===== src/rtl/irqc_pkg.sv =====
`timescale 1ns/1ps
package irqc_pkg;

    localparam int BANK_W = 32;

    // Register select inside one bank, taken from address bits [3:2].
    typedef enum logic [1:0] {
        REG_EVENT  = 2'd0,
        REG_ENABLE = 2'd1,
        REG_ACK    = 2'd2,
        REG_LEVEL  = 2'd3
    } reg_sel_e;

    // Write command delivered to one bank.
    typedef struct packed {
        logic              en_we;
        logic              ack_we;
        logic [BANK_W-1:0] wdata;
    } bank_cmd_t;

    // State one bank shows to the bus and to the request logic.
    typedef struct packed {
        logic [BANK_W-1:0] event_q;
        logic [BANK_W-1:0] enable_q;
        logic [BANK_W-1:0] level_q;
        logic [BANK_W-1:0] pending;
    } bank_view_t;

    // Which lines of a bank are level-type, depending on the build size.
    function automatic logic [BANK_W-1:0] level_type_mask(input int num_banks);
        if (num_banks == 1)
            return 32'h3ff0_0000;
        else
            return 32'h1ff0_0000;
    endfunction

endpackage


===== src/rtl/irqc_sync.sv =====
`timescale 1ns/1ps
module irqc_sync #(
    parameter int W = 32
) (
    input  logic         clk,
    input  logic         rst,
    input  logic [W-1:0] async_in,
    output logic [W-1:0] sync_out
);
    logic [W-1:0] stage1_q;
    logic [W-1:0] stage2_q;

    always_ff @(posedge clk) begin
        if (rst) begin
            stage1_q <= '0;
            stage2_q <= '0;
        end else begin
            stage1_q <= async_in;
            stage2_q <= stage1_q;
        end
    end

    assign sync_out = stage2_q;
endmodule


===== src/rtl/irqc_bank.sv =====
`timescale 1ns/1ps
module irqc_bank
    import irqc_pkg::*;
#(
    parameter logic [BANK_W-1:0] TYPE_MASK = 32'h1ff0_0000
) (
    input  logic              clk,
    input  logic              rst,
    input  logic [BANK_W-1:0] level_s,
    input  bank_cmd_t         cmd,
    output bank_view_t        view,
    output logic [BANK_W-1:0] rise
);
    logic [BANK_W-1:0] prev_q;
    logic [BANK_W-1:0] event_q;
    logic [BANK_W-1:0] enable_q;
    logic [BANK_W-1:0] ack_bits;
    logic [BANK_W-1:0] event_d;

    // Fresh transition relative to the previous synchronised sample.
    assign rise     = level_s & ~prev_q;
    assign ack_bits = cmd.ack_we ? cmd.wdata : '0;

    // Set term is applied after the clear term, so a same-cycle edge wins.
    always_comb begin
        event_d = (event_q & ~ack_bits) | (rise & enable_q);
    end

    always_ff @(posedge clk) begin
        if (rst) begin
            prev_q   <= '0;
            event_q  <= '0;
            enable_q <= '0;
        end else begin
            prev_q  <= level_s;
            event_q <= event_d;
            if (cmd.en_we)
                enable_q <= cmd.wdata;
        end
    end

    always_comb begin
        view.event_q  = event_q;
        view.enable_q = enable_q;
        view.level_q  = level_s;
        view.pending  = (event_q | (level_s & TYPE_MASK)) & enable_q;
    end
endmodule


===== src/rtl/irqc_regbus.sv =====
`timescale 1ns/1ps
module irqc_regbus
    import irqc_pkg::*;
#(
    parameter int NB     = 2,
    parameter int ADDR_W = 8
) (
    input  logic                 bus_wr,
    input  logic [ADDR_W-1:0]    bus_addr,
    input  logic [BANK_W-1:0]    bus_wdata,
    input  bank_view_t [NB-1:0]  views,
    output bank_cmd_t  [NB-1:0]  cmds,
    output logic [BANK_W-1:0]    bus_rdata
);
    localparam int BSEL_W = ADDR_W - 4;

    logic [BSEL_W-1:0] bsel;
    reg_sel_e          rsel;
    logic              aligned;

    assign bsel    = bus_addr[ADDR_W-1:4];
    assign rsel    = reg_sel_e'(bus_addr[3:2]);
    assign aligned = (bus_addr[1:0] == 2'b00);

    for (genvar b = 0; b < NB; b++) begin : g_cmd
        logic hit;
        assign hit = aligned && (bsel == BSEL_W'(b));
        always_comb begin
            cmds[b].en_we  = bus_wr && hit && (rsel == REG_ENABLE);
            cmds[b].ack_we = bus_wr && hit && (rsel == REG_ACK);
            cmds[b].wdata  = bus_wdata;
        end
    end

    always_comb begin
        bus_rdata = '0;
        for (int i = 0; i < NB; i++) begin
            if (aligned && (bsel == BSEL_W'(i))) begin
                case (rsel)
                    REG_EVENT:  bus_rdata = views[i].event_q;
                    REG_ENABLE: bus_rdata = views[i].enable_q;
                    REG_ACK:    bus_rdata = '0;
                    REG_LEVEL:  bus_rdata = views[i].level_q;
                    default:    bus_rdata = '0;
                endcase
            end
        end
    end
endmodule


===== src/rtl/banked_irq_ctrl.sv =====
`timescale 1ns/1ps
module banked_irq_ctrl
    import irqc_pkg::*;
#(
    parameter int NUM_BANKS = 2,
    parameter int ADDR_W    = 8
) (
    input  logic                          clk,
    input  logic                          rst,
    input  logic [NUM_BANKS*BANK_W-1:0]   irq_in,
    input  logic                          bus_wr,
    input  logic [ADDR_W-1:0]             bus_addr,
    input  logic [BANK_W-1:0]             bus_wdata,
    output logic [BANK_W-1:0]             bus_rdata,
    output logic                          irq_req
);
    localparam int                SRC_N     = NUM_BANKS * BANK_W;
    localparam logic [BANK_W-1:0] TYPE_MASK = level_type_mask(NUM_BANKS);

    logic [SRC_N-1:0]                 level_s;
    bank_view_t [NUM_BANKS-1:0]       views;
    bank_cmd_t  [NUM_BANKS-1:0]       cmds;
    logic [NUM_BANKS-1:0][BANK_W-1:0] ev_w;
    logic [NUM_BANKS-1:0][BANK_W-1:0] en_w;
    logic [NUM_BANKS-1:0][BANK_W-1:0] rise_w;
    logic [NUM_BANKS-1:0][BANK_W-1:0] pend_w;
    logic                             any_pending;

    irqc_sync #(.W(SRC_N)) u_sync (
        .clk      (clk),
        .rst      (rst),
        .async_in (irq_in),
        .sync_out (level_s)
    );

    for (genvar b = 0; b < NUM_BANKS; b++) begin : g_bank
        irqc_bank #(.TYPE_MASK(TYPE_MASK)) u_bank (
            .clk     (clk),
            .rst     (rst),
            .level_s (level_s[b*BANK_W +: BANK_W]),
            .cmd     (cmds[b]),
            .view    (views[b]),
            .rise    (rise_w[b])
        );
        assign ev_w[b]   = views[b].event_q;
        assign en_w[b]   = views[b].enable_q;
        assign pend_w[b] = views[b].pending;
    end

    irqc_regbus #(.NB(NUM_BANKS), .ADDR_W(ADDR_W)) u_regbus (
        .bus_wr    (bus_wr),
        .bus_addr  (bus_addr),
        .bus_wdata (bus_wdata),
        .views     (views),
        .cmds      (cmds),
        .bus_rdata (bus_rdata)
    );

    always_comb begin
        any_pending = 1'b0;
        for (int i = 0; i < NUM_BANKS; i++)
            any_pending = any_pending | (|pend_w[i]);
    end

    always_ff @(posedge clk) begin
        if (rst)
            irq_req <= 1'b0;
        else
            irq_req <= any_pending;
    end
endmodule


===== config.mk =====
export PLATFORM = sky130hd
export DESIGN_NAME = banked_irq_ctrl
export DESIGN_NICKNAME = d
export VERILOG_FILES = /design/src/rtl/irqc_pkg.sv /design/src/rtl/irqc_sync.sv /design/src/rtl/irqc_bank.sv /design/src/rtl/irqc_regbus.sv /design/src/rtl/banked_irq_ctrl.sv
export SDC_FILE = /design/constraint.sdc
export NUM_CORES = 1
export LEC_CHECK = 0
export ABC_AREA = 0
export BUFFER_PORTS_ARGS = -buffer_cell sky130_fd_sc_hd__buf_4
export CAP_MARGIN = 0
export CORE_MARGIN = 1
export CORE_UTILIZATION = 40
export DETAILED_ROUTE_END_ITERATION = 16
export SYNTH_ARGS = -nofsm -noshare
export SYNTH_HDL_FRONTEND = slang
export SYNTH_HIERARCHICAL = 1
export SYNTH_SLANG_ARGS = --single-unit
export TNS_END_PERCENT = 30

===== constraint.sdc =====
create_clock -name clk -period 2.7 [get_ports clk]
set_clock_uncertainty 0.1 [all_clocks]
set_input_delay 0.135 -clock clk [delete_from_list [all_inputs] [get_ports clk]]
set_output_delay 0.135 -clock clk [all_outputs]
set_load 0.02 [all_outputs]

==> metrics.md <==
| Metric | Value |
|---|---|
| IO Count | `140` |
| Post-CTS sizing | `0` |
| Sequential power share | `47.6%` |
| Crit Path Max Fanout | `35` |
| Status | `completed` |
| Arr. time, crit path | `2.33 ns` |
| RSZ-0062 raised after global routing | `false` |
| Clock slew at reported path FFs | `0.06 ns` |
| Top Family by Delay on Critical Path | `buffers and inverters` |
| PD cells | `618 nW/um2` |
| Post-route cell area | `16700 um2` |
| TritonCTS clock tree | `yes` |
| Critical path's most frequent cell | `buf_4` |
| P&R area growth vs syn | `18.7%` |
| TritonCTS buffer count | `36` |
| DRT antenna net count | `0` |
| WL final | `31300 um` |
| CP bufs+invs | `3` |
| Final hold violation count | `0` |
| Placer Congestion | `0.741` |
| Slowest cell delay on critical path | `0.56 ns` |
| Routed WL per cell | `16.7 um` |
| Comb power frac | `6.2%` |
| Netlist Area Pre-Place | `14000 um2` |
| Final setup vio count | `0` |
| Minimum clock period | `2.03 ns` |
| Drt pass-1 iters | `5` |
| Worst Setup End Kind | `register` |
| Post-CTS setup buffer count | `0` |
| Hold Buf Count CTS | `108` |
| Post-DP HPWL | `20100 um` |
| Die Span Y | `189 um` |
| Psw | `2.23 mW` |
| Worst skew pair latency | `0.51 ns` |
| Vias per cell | `4.85` |
| Slew @ Worst Pin | `0.757 ns` |
| CTS sink count | `321` |
| GRT overflow | `0` |
| Worst Path Class, Setup | `input port to register` |
| Synth Warn # | `6` |
| Syn Nets | `1401` |
| DR iter-0 viols | `427` |
| Dpl cell area | `14400 um2` |
| Worst R2R Setup Slack | `0.75 ns` |
| Fmax | `0.492 GHz` |
| Power share of the clock group | `46.2%` |
| Vias in the first global route | `8949` |
| Maximum vdd drop | `0.000475 V` |
| CP startpoint kind | `input port` |
| Max cap viols | `0` |
| Core area | `34500 um2` |
| Total global-route track usage | `17.3%` |
| Slew HR | `49.1%` |
| Clock Tree Root | `clkbuf_16` |
| Layout Nets | `1504` |
| Internal power | `8.07 mW` |
| CTS Buffer Depth | `3` |
| Post-Synthesis Cells | `1294` |
| IO buf count | `139` |
| Slew Limit Fails | `0` |
| Drc violations | `0` |
| Data required, critical path | `3.00 ns` |
| Slowest-stage cell, CP | `dlygate4sd3_1` |
| First-pass GRT wire length | `49400 um` |
| Initial Util | `40.6%` |
| Htree depth | `2` |
| Core Rows | `68` |
| Initial antenna violation count | `0` |
| Setup TNS | `0 ns` |
| Fin crit share | `75.3%` |
| Crit path cell chain | `buf_4 > nand3b_1 > nor2_4 > buf_4 > mux2i_1 > nor2_1 > dlygate4sd3_1` |
| Sw Share | `21.6%` |
| Leakage power | `6.19 nW` |
| Layout cells sized above 1 | `26.8%` |
| Syn_area_per_cell | `10.8 um2` |
| DIE AREA | `35800 um2` |
| ANT cells | `0` |
| Via count | `9116` |
| Largest net degree at the start of global routing | `74` |
| Die Width | `189 um` |
| Worst Hold Class | `input port to register` |
-- cell type report --
cell class | instances | area, um2
clock inverter | 11 | 98.8
clock buffer | 53 | 1080
timing repair buffer | 269 | 2410
tap | 455 | 569
sequential | 321 | 6430
inverter | 1 | 3.75
fill | 3200 | 17900
multi-input combinational | 768 | 6070
-- flip-flops by register name, summed over array words and instances, names as in the netlist --
| name | count |
|---|---|
| g_bank.u_bank/enable_q | 64 |
| g_bank.u_bank/event_q | 64 |
| g_bank.u_bank/prev_q | 64 |
| irq_req | 1 |
| u_sync/stage1_q | 64 |
| u_sync/sync_out | 64 |
-- per-layer routing --
metal	routed length [um]	GRT usage [%]	part of all wire (%)
met1	15300	23.6	49
met2	14300	28.4	46
met3	1100	2.61	3.5
met4	696	4.84	2.2
met5	0	0	0
-- worst register-to-register path, delay by kind of cell (launching register included) --
family	cells	cell delay [ns]
simple gates	3	1.06
flops	1	0.32
compound gates	1	0.34
-- power groups by stage --
stage | combinational, mW | clock [mW] | sequential (mW)
finish | 0.634 | 4.76 | 4.90
floorplan | 0.431 | 0 | 4.99
global route | 0.683 | 5.07 | 4.91
CTS | 0.638 | 4.91 | 4.90
global placement | 0.511 | 0 | 5.01
detailed placement | 0.513 | 0 | 5.01
-- path summary, 6_finish.rpt --
check                                                     end  depth (start not counted)                         from
worst min register to register             u_sync/sync_out[4]                          1           u_sync/stage1_q[4]
worst min-delay path             g_bank[1].u_bank/enable_q[1]                          5                  bus_addr[4]
worst max-delay path            g_bank[0].u_bank/enable_q[26]                          7                  bus_addr[2]
worst max register to register                        irq_req                          4  g_bank[0].u_bank/event_q[4]
-- layout by cell type (no fill, tap or decap), types with 4 or more instances in the layout --
cell type	instances
buf_12	9
clkbuf_1	8
a22oi_1	36
clkinv_2	6
clkbuf_8	7
nor2_1	65
buf_4	151
o22ai_1	32
nor2b_1	192
nor4_1	15
dlygate4sd3_1	108
mux2_2	36
mux2_4	28
clkbuf_16	38
a21bo_1	60
a22oi_2	28
o21a_1	18
a21bo_2	4
a21oi_2	60
and2_1	46
nand3b_1	67
dfxtp_1	321
mux2i_1	64
nand4_1	4
a21oi_1	4
-- stage by stage --
| stage | setup slack (ns) | hold WS, ns | total power [mW] | instances | util (%) |
|---|---|---|---|---|---|
| 6_report | 0.666 | 0.0518 | 10.3 | 1878 | 48.2 |
| 5_1_grt | 0.550 | 0.0748 | 10.7 | 1878 | 48.2 |
| 4_1_cts | 0.662 | 0.0259 | 10.5 | 1878 | 48.2 |
| 3_5_place_dp | 0.661 | 0.251 | 5.52 | 1706 | 41.7 |
| 3_3_place_gp | 0.665 | 0.244 | 5.52 | 1706 | 41.7 |
| 2_1_floorplan | 1.09 | 0.163 | 5.42 | 1294 | - |
(Power assumes the default switching activity.)
